### src/rtl/lx_pkg.sv
package lx_pkg;

   // one direction's three active-low controls
   typedef struct packed {
      logic en_n;
      logic le_n;
      logic oe_n;
   } lx_ctl_t;

   function automatic logic lx_open(input lx_ctl_t c);
      return !c.en_n && !c.le_n;
   endfunction

   function automatic logic lx_show(input lx_ctl_t c);
      return !c.en_n && !c.oe_n;
   endfunction

endpackage

### src/rtl/lx_path.sv
module lx_path
   import lx_pkg::*;
#(
   parameter int W         = 8,
   parameter bit PARK_ZERO = 1'b1
) (
   input  logic         clk,
   input  logic         rst_n,
   input  lx_ctl_t      ctl,
   input  logic [W-1:0] din,
   output logic [W-1:0] dout,
   output logic         drive
);

   logic [W-1:0] store;
   logic [W-1:0] view;
   logic         open;
   logic         show;

   assign open = lx_open(ctl);
   assign show = lx_show(ctl);

   always_ff @(posedge clk or negedge rst_n) begin
      if (!rst_n)
         store <= '0;
      else if (open)
         store <= din;
   end

   assign view  = open ? din : store;
   assign drive = rst_n && show;

   generate
      if (PARK_ZERO) begin : g_park
         assign dout = drive ? view : '0;


         park_zero_chk: assert property (@(posedge clk) disable iff (!rst_n)
            !drive |-> (dout == '0));
      end else begin : g_raw
         assign dout = view;
      end
   endgenerate


   hold_closed_chk: assert property (@(posedge clk) disable iff (!rst_n)
      !open |=> $stable(store));


   load_open_chk: assert property (@(posedge clk) disable iff (!rst_n)
      open |=> (store == $past(din)));


   shown_stored_chk: assert property (@(posedge clk) disable iff (!rst_n)
      (drive && !open) |-> (dout == store));


   always_comb begin
      if (!rst_n) begin
         reset_quiet_chk: assert (!drive);
      end
   end

endmodule

### src/rtl/lx_half.sv
module lx_half
   import lx_pkg::*;
#(
   parameter int W         = 8,
   parameter bit PARK_ZERO = 1'b1
) (
   input  logic         clk,
   input  logic         rst_n,
   input  lx_ctl_t      ab_ctl,
   input  lx_ctl_t      ba_ctl,
   input  logic [W-1:0] a_in,
   input  logic [W-1:0] b_in,
   output logic [W-1:0] a_out,
   output logic [W-1:0] a_oe,
   output logic [W-1:0] b_out,
   output logic [W-1:0] b_oe,
   output logic         conflict
);

   logic drv_ab;
   logic drv_ba;

   lx_path #(.W(W), .PARK_ZERO(PARK_ZERO)) u_ab (
      .clk  (clk),
      .rst_n(rst_n),
      .ctl  (ab_ctl),
      .din  (a_in),
      .dout (b_out),
      .drive(drv_ab)
   );

   lx_path #(.W(W), .PARK_ZERO(PARK_ZERO)) u_ba (
      .clk  (clk),
      .rst_n(rst_n),
      .ctl  (ba_ctl),
      .din  (b_in),
      .dout (a_out),
      .drive(drv_ba)
   );

   assign b_oe     = {W{drv_ab}};
   assign a_oe     = {W{drv_ba}};
   assign conflict = drv_ab && drv_ba;


   conflict_seen_chk: assert property (@(posedge clk) disable iff (!rst_n)
      conflict |-> (a_oe[0] && b_oe[0]));


   conflict_needed_chk: assert property (@(posedge clk) disable iff (!rst_n)
      (a_oe[W-1] && b_oe[W-1]) |-> conflict);

endmodule

### src/rtl/latch_xcvr.sv
module latch_xcvr
   import lx_pkg::*;
#(
   parameter int HALVES    = 2,
   parameter int LANE_W    = 8,
   parameter bit PARK_ZERO = 1'b1
) (
   input  logic                       clk,
   input  logic                       rst_n,
   input  logic [HALVES-1:0]          ab_en_n,
   input  logic [HALVES-1:0]          ab_le_n,
   input  logic [HALVES-1:0]          ab_oe_n,
   input  logic [HALVES-1:0]          ba_en_n,
   input  logic [HALVES-1:0]          ba_le_n,
   input  logic [HALVES-1:0]          ba_oe_n,
   input  logic [HALVES*LANE_W-1:0]   a_in,
   output logic [HALVES*LANE_W-1:0]   a_out,
   output logic [HALVES*LANE_W-1:0]   a_oe,
   input  logic [HALVES*LANE_W-1:0]   b_in,
   output logic [HALVES*LANE_W-1:0]   b_out,
   output logic [HALVES*LANE_W-1:0]   b_oe,
   output logic [HALVES-1:0]          conflict
);

   localparam int BUS_W = HALVES * LANE_W;

   generate
      if (HALVES < 1) begin : g_bad_halves
         $error("latch_xcvr: HALVES must be at least 1");
      end
      if (LANE_W < 1) begin : g_bad_lane
         $error("latch_xcvr: LANE_W must be at least 1");
      end
      if (BUS_W > 4096) begin : g_bad_bus
         $error("latch_xcvr: bus wider than supported");
      end
   endgenerate

   genvar h;
   generate
      for (h = 0; h < HALVES; h++) begin : g_half
         lx_ctl_t ab_ctl;
         lx_ctl_t ba_ctl;

         assign ab_ctl = '{en_n: ab_en_n[h], le_n: ab_le_n[h], oe_n: ab_oe_n[h]};
         assign ba_ctl = '{en_n: ba_en_n[h], le_n: ba_le_n[h], oe_n: ba_oe_n[h]};

         lx_half #(.W(LANE_W), .PARK_ZERO(PARK_ZERO)) u_half (
            .clk     (clk),
            .rst_n   (rst_n),
            .ab_ctl  (ab_ctl),
            .ba_ctl  (ba_ctl),
            .a_in    (a_in [h*LANE_W +: LANE_W]),
            .b_in    (b_in [h*LANE_W +: LANE_W]),
            .a_out   (a_out[h*LANE_W +: LANE_W]),
            .a_oe    (a_oe [h*LANE_W +: LANE_W]),
            .b_out   (b_out[h*LANE_W +: LANE_W]),
            .b_oe    (b_oe [h*LANE_W +: LANE_W]),
            .conflict(conflict[h])
         );
      end
   endgenerate


   own_lane_chk: assert property (@(posedge clk) disable iff (!rst_n)
      (ab_en_n[0] && ba_en_n[0]) |-> (a_oe[LANE_W-1:0] == '0 && b_oe[LANE_W-1:0] == '0));

endmodule

### config.mk
export PLATFORM = sky130hd
export DESIGN_NAME = latch_xcvr
export DESIGN_NICKNAME = d
export VERILOG_FILES = /design/src/rtl/lx_pkg.sv /design/src/rtl/lx_path.sv /design/src/rtl/lx_half.sv /design/src/rtl/latch_xcvr.sv
export SDC_FILE = /design/constraint.sdc
export NUM_CORES = 1
export LEC_CHECK = 0
export BUFFER_PORTS_ARGS = -buffer_cell sky130_fd_sc_hd__buf_2
export CORE_ASPECT_RATIO = 1.2
export CORE_MARGIN = 2
export CORE_UTILIZATION = 44
export DETAILED_ROUTE_END_ITERATION = 16
export MAX_ROUTING_LAYER = met4
export PLACE_DENSITY = 0.79
export SYNTH_ARGS = -nofsm -noshare
export SYNTH_HDL_FRONTEND = slang
export SYNTH_HIERARCHICAL = 1
export SYNTH_SLANG_ARGS = --single-unit
### constraint.sdc
create_clock -name clk -period 1.7 [get_ports clk]
set_input_delay 0.425 -clock clk [delete_from_list [all_inputs] [get_ports clk]]
set_output_delay 0.425 -clock clk [all_outputs]
set_load 0.05 [all_outputs]
-- Word level (Yosys, flattened, before mapping)
Cells that the tools add are included.
- reduce and logical (&&, ||, !) cells: 26
- mux-type cells: 8
- operator list (cell ; count):
    8-bit 2-to-1 mux ; 8
    1-bit logical AND ; 14
    1-bit zero test ; 12
- output and inout port bits: 66
- input port bits: 46
- register bits after elaboration: 32

-- Logic depth before layout (Yosys ltp)
Gate-level depths: netlist (run 1).
- depth in word-level cells: 4
- depth in mapped cells: 4

-- Hierarchy
Netlist (run 1), hierarchy kept.
- modules (own cells, without submodules) (module ; area each (µm²) ; cells an instance ; seq. area each (µm²) ; instances):
    lx_path ; 436.7 ; 37 ; 200.2 ; 4
    lx_half ; 126.4 ; 17 ; 0.0 ; 2

-- Worst setup path after synthesis (run 1)
OpenSTA, ideal clock, no wires.
- kind: in2out
- start: input ba_oe_n[0]
- end: output a_out[0]
- buffers on the path: 1
- cell stages on the path: 3
- slack: -0.332 ns
- required time: 1.275 ns
- data arrival time: 1.607 ns
- path through: or3b_1 buf_2 nor2_1
- word-level cells in the longest chain between the ends: 4
- RTL lines (element ; RTL line ; text):
    start: declaration ; latch_xcvr.sv:15 ; input logic [HALVES-1:0] ba_oe_n,
    1-bit zero test ; lx_pkg.sv:15 ; return !c.en_n && !c.oe_n;
    1-bit logical AND ; lx_pkg.sv:15 ;
    1-bit logical AND ; lx_path.sv:31 ; assign drive = rst_n && show;
    8-bit 2-to-1 mux ; lx_path.sv:35 ; assign dout = drive ? view : '0;
    end: declaration ; latch_xcvr.sv:17 ; output logic [HALVES*LANE_W-1:0] a_out,
Every way passes these cells.

-- Worst setup path after layout (run 1)
- start: input ab_en_n[0]
- end: output conflict[0]
- word-level cells in the longest chain between the ends: 4
- RTL lines (element ; RTL line ; text):
    start: declaration ; latch_xcvr.sv:10 ; input logic [HALVES-1:0] ab_en_n,
    1-bit zero test ; lx_pkg.sv:15 ;
    1-bit logical AND ; lx_pkg.sv:15 ;
    1-bit logical AND ; lx_path.sv:31 ;
    1-bit logical AND ; lx_half.sv:43 ; assign conflict = drv_ab && drv_ba;
    end: declaration ; latch_xcvr.sv:22 ; output logic [HALVES-1:0] conflict
Every way passes these cells.

==> flow_summary.json, run 1 <==
{
  "status": "finished with violations",
  "violations": "setup timing",
  "worstMarginPinSlew_ns": 0.309,
  "swShare_pct": 33.5,
  "layout_common_cells": "buf_6, buf_2, nor2_4",
  "dr.pass1.iters": 3,
  "reg2regPathDepth": 1,
  "setup_viol": 36,
  "clock-sinks": 32,
  "final_layout_size_suffix_gt1_share_pct": 76.7,
  "clock-root-buffer": "clkbuf_8",
  "clkLatencyLatePin_ns": 0.27,
  "die_area_sq_mm": 0.00510,
  "gr-total-overflow": 0,
  "ys_seq_elements": 32,
  "final_cell_area_sq_mm": 0.00335,
  "cpMostUsedCell": "buf_8",
  "dpl_cell_area_sq_mm": 0.00255,
  "grt_antenna_before_repair": 0,
  "period_needed_ns": 1.82,
  "max_freq_ghz": 0.549,
  "fin_tns_setup_ns": -3.22,
  "seq_power_share_pct": 39.4,
  "ios": 112,
  "critPathMaxFanout": 9,
  "fin_crit_sh_pct": 107,
  "avgViaCountPerCell": 4.94,
  "rows": 26,
  "synth_compound_area_share_pct": 0,
  "p_int_uw": 1570,
  "synth_mux_area_share_pct": 34.0,
  "power_frac_clock_pct": 25.1,
  "die_x_um": 65.5,
  "avgSynthCellArea_sq_um": 11.0,
  "yosysTopAreaCellShare_pct": 40.1,
  "mappedNetlistArea_sq_mm": 0.00200,
  "drv_slew": 0,
  "gp_congestion": 0.699,
  "wl_per_cell_um": 15.0,
  "ir_drop_uv": 412,
  "hold_violations": 0,
  "post_synth_xor_area_fraction_pct": 0,
  "path_class": "in -> out",
  "via_count": 1674,
  "hp-class": "in -> async",
  "grt_start_max_net_pins": 13,
  "area_delta_synth_final_pct": 67.6,
  "layout.cells.non_filler": 339,
  "final_common_cell": "buf_6",
  "finalNetCount": 328,
  "yosysSeqAreaShare_pct": 40.1,
  "powerDensity_mw_per_mm2": 704,
  "p_leak_uw": 0.00159,
  "initial_utilization_pct": 46.2,
  "rsz0062_at_grt": "yes",
  "crit_path_end_kind": "output pin",
  "relSlewSlack_pct": 78.8,
  "max_stage_delay_ns": 0.44,
  "comb_power_share_pct": 35.4,
  "dp_hpwl_um": 3120,
  "coreArea_sq_mm": 0.00433,
  "antennaDiodeCount": 0,
  "r2r-start": "g_half[0].u_half/u_ba/store[6]",
  "route.detailed.drc": 0,
  "clock_skew_ns": 0,
  "drtAntennaViolNets": 0,
  "p_sw_uw": 791,
  "drt_wl_total_um": 5100,
  "grt_use_total_pct": 20.5,
  "yosysWarnings": 6,
  "cpMaxStageDelayCell": "or3b_4",
  "cts-buffers-inserted": 5,
  "port_buffers": 111,
  "final_util_pct": 77.4,
  "critical_path.startpoint_type": "primary input",
  "grt_pass1_wl_um": 7830,
  "first_iter_violations": 61,
  "crit_start": "ab_en_n[0]",
  "htreeDepth": 2,
  "synth_fp_nets": 228,
  "setup_slack_ns": -0.122,
  "ys_top_cells_by_area": "dfrtp_1, mux2_2, mux2i_1",
  "synth_cells": 182,
  "cts_tree": "built",
  "synth_top_family_by_area": "multiplexers",
  "grt_pass1_vias": 1761,
  "yosys.area_share.simple_pct": 10.6,
  "synth_top_area_cell": "dfrtp_1",
  "cp.required_ns": 1.27,
  "clock_path_buffers": 2,
  "worstPathArrival_ns": 1.40,
  "clk_pin_slew_ns": 0.07,
  "yosysUniqueCellTypes": 10,
  "synth_fa_ha_area_share_pct": 0,
  "dp_cells": 325,
  "dieHeight_um": 77.8,
  "worstPathCellList": "buf_8 -> or3b_4 -> inv_6 -> and2_4 -> buf_8",
  "drv_cap": 0
}
## per-layer routing
metal	vias up	track usage, %	wire length, um
li1	775	-	-
met1	801	22.3	1860
met5	-	-	0
met3	8	5.36	416
met4	0	5.42	66
met2	90	36.7	2750
## final cells by class
| cell class | count | area, sq um |
|---|---|---|
| timing repair buffer | 131 | 1210 |
| fill | 258 | 976 |
| inverter | 4 | 32.5 |
| clock buffer | 8 | 90.1 |
| timing repair inverter | 2 | 10.0 |
| sequential | 32 | 801 |
| multi-input combinational | 106 | 1140 |
| tap | 56 | 70.1 |
## stage by stage
stage          total power, uW  hold WS, ns  setup WS, ns
5_1_grt                   2480       0.0228        -0.142
2_1_floorplan             1460        0.129        -0.124
3_5_place_dp              1600        0.299        -0.458
3_3_place_gp              1590        0.296        -0.434
6_report                  2360       0.0356        -0.122
4_1_cts                   2350       0.0285       -0.0934
## critical path: cells and delay by family
| kind | cells | cell delay, ns |
|---|---|---|
| simple gates | 2 | 0.60 |
| buf+inv | 3 | 0.36 |
## registers in the layout, indices dropped and copies added, names as in the netlist
| register | count |
|---|---|
| g_half.u_half/u_ab/store | 16 |
| g_half.u_half/u_ba/store | 16 |
## synthesized netlist by cell type
master and instances:
dfrtp_1 32, buf_4 36, mux2_2 32, mux2i_1 32
nor2_1 32, or3b_1 4, and2_1 2, nor2_4 4
inv_1 4, buf_2 4
## final timing paths
path	end	slack, ns
max	conflict[0]	-0.12
min	g_half[1].u_half/u_ab/store[5]	0.04
max reg2reg	g_half[0].u_half/u_ba/store[6]	0.94
min reg2reg	g_half[0].u_half/u_ab/store[7]	0.51
max in group asynchronous	g_half[0].u_half/u_ab/store[4]	1.34
min in group clk	g_half[1].u_half/u_ab/store[3]	0.39
## timing repair
action / 4_1_cts / 5_1_grt
hold buffers: 0 / 0
buffers inserted: 4 / 0
cloned: 0 / 2
resized for setup: 165 / 26
pin swaps: 34 / 1
endpoints found under the setup margin: 66 / 66
## power by group through the flow
stage	Sequential (uW)	Clock, uW	Combinational, uW
6_report	930	593	836
5_1_grt	943	657	882
4_1_cts	928	613	810
3_5_place_dp	942	0	660
3_3_place_gp	936	0	651
2_1_floorplan	927	0	534
## logic make-up (layout without fill, tap and decap cells)
logic type    after synthesis  count (layout)
buf+inv                    44             145
mux                        64              64
flops                      32              32
simple gates               42              42
Power figures use the tool's default switching activity.
==> inputs of run 2 (changes only) <==
Settings changed: SKIP_LAST_GASP set to 1.
==> run 2 against run 1 <==
- the flow still finishes with violations (setup timing)
- final cell count stayed put
- register-to-register slack about the same
- clock-buffer cell count is the same
- fmax hardly changed
- critical path depth unchanged
- non-clock buffer count stayed put
- global-route usage up 0.34 points
- sequential power about the same
- core utilization down 0.17 points
- via count rose by 0.60%
- wire length grew 1.9%
- largest cell class unchanged
- largest power group unchanged
==> flow_summary.json, run 2 (same netlist as run 1, synthesis figures left out) <==
{
  "setup_viol": 37,
  "clock-sinks": 32,
  "status": "finished with violations",
  "r2r_slack_ns": 0.94,
  "relSlewSlack_pct": 78.2,
  "drt_wl_total_um": 5200,
  "clock_path_buffers": 2,
  "cts-buffers-inserted": 5,
  "via_count": 1684,
  "die_area_sq_mm": 0.00510,
  "grt_use_total_pct": 20.9,
  "final_common_cell": "buf_6",
  "dieHeight_um": 77.8,
  "grt_pass1_vias": 1778,
  "worstPathArrival_ns": 1.40,
  "gr-total-overflow": 0,
  "rows": 26,
  "final_layout_size_suffix_gt1_share_pct": 76.7,
  "fin_tns_setup_ns": -3.17,
  "route.detailed.drc": 0,
  "violations": "setup timing",
  "reg2regPathDepth": 1,
  "area_delta_synth_final_pct": 67.2,
  "fillers": 264,
  "first_iter_violations": 84,
  "ios": 112,
  "ir_drop_uv": 415,
  "hp-class": "in -> async",
  "critPathMaxFanout": 9,
  "wl_per_cell_um": 15.3,
  "coreArea_sq_mm": 0.00433,
  "path_class": "in -> out",
  "layout.cells.non_filler": 339,
  "dr.pass1.iters": 3,
  "r2r-start": "g_half[0].u_half/u_ba/store[6]",
  "fin_hold_ws_ns": 0.0358,
  "initial_utilization_pct": 46.2,
  "grt_start_max_net_pins": 13,
  "port_buffers": 111,
  "cts_tree": "built",
  "hold_violations": 0,
  "top_regs": "g_half.u_half/u_ab/store x16, g_half.u_half/u_ba/store x16",
  "worstMarginPinSlew_ns": 0.318,
  "r2r-end": "g_half[0].u_half/u_ba/store[6]",
  "clkLatencyLatePin_ns": 0.27,
  "die_x_um": 65.5,
  "layout_common_cells": "buf_6, buf_2, nor2_4",
  "avgViaCountPerCell": 4.97,
  "htreeDepth": 2,
  "dp_cells": 325,
  "crit_path_end_kind": "output pin",
  "p_leak_uw": 0.00158,
  "critical_path.startpoint_type": "primary input",
  "grt_pass1_wl_um": 7960,
  "drv_cap": 0,
  "powerDensity_mw_per_mm2": 706,
  "period_needed_ns": 1.82,
  "gp_congestion": 0.699,
  "final_util_pct": 77.3,
  "max_freq_ghz": 0.549,
  "clock_skew_ns": 0,
  "setup_slack_ns": -0.121,
  "clock-root-buffer": "clkbuf_8",
  "grt_antenna_before_repair": 0,
  "rsz0062_at_grt": "yes",
  "cp.required_ns": 1.27,
  "antennaDiodeCount": 0,
  "dp_hpwl_um": 3120,
  "holdBufCountCts": 0,
  "drv_slew": 0,
  "fin_crit_sh_pct": 107,
  "clk_pin_slew_ns": 0.07,
  "finalNetCount": 328,
  "drtAntennaViolNets": 0
}
-- run 2: cell counts in the layout (fill, tap and decap cells not counted) --
No cell type changed its count.
-- run 2: final cells by class --
| type | instances | area (sq um) | share of cell area, % |
|---|---|---|---|
| tap | 56 | 70.1 | 2.10 |
| clock buffer | 8 | 90.1 | 2.69 |
| timing repair inverter | 2 | 10.0 | 0.299 |
| timing repair buffer | 131 | 1200 | 35.9 |
| sequential | 32 | 801 | 24.0 |
| multi-input combinational | 106 | 1140 | 34.1 |
| inverter | 4 | 32.5 | 0.973 |
-- run 2: how the worst max path moves through the flow --
stage,from,to
detailed placement,rst_n,a_out[6]
global placement,rst_n,a_out[3]
floorplan,ba_oe_n[0],a_out[0]
finish,ab_en_n[0],conflict[0]
global route,ab_en_n[0],conflict[0]
CTS,ba_en_n[0],a_out[2]
-- run 2: routing by layer --
metal | track usage (%) | vias up | routed length [um]
met5 | - | - | 0
met3 | 5.36 | 7 | 404
met4 | 5.42 | 0 | 52
met2 | 37.6 | 90 | 2840
li1 | - | 777 | -
met1 | 22.5 | 810 | 1900
-- run 2: stage by stage --
step                      instance area (sq um)  setup slack [ns]  power, uW
after global placement                     2550            -0.434       1590
final                                      3340            -0.121       2360
after global routing                       3340            -0.146       2480
after CTS                                  3250           -0.0934       2350
after floorplan                            2120            -0.124       1460
after detailed placement                   2550            -0.458       1600
-- run 2: critical path, stage by stage --
cell and delay (ns):
buf_8 0.09, or3b_4 0.44, inv_6 0.13, and2_4 0.16
buf_6 0.15
-- run 2: what timing repair did --
item,4_1_cts,5_1_grt
endpoints found under the setup margin,66,66
pin swaps,34,1
resized for setup,164,25
setup buffers,4,0
gates cloned,0,2
-- run 2: report_power, final --
part / internal [uW] / switching (uW) / total [uW] / leakage, uW
clock network: 330 / 260 / 590 / 0.0000455
logic: 363 / 474 / 837 / 0.00116
registers: 875 / 57.7 / 932 / 0.000376
total: 1570 / 792 / 2360 / 0.00158
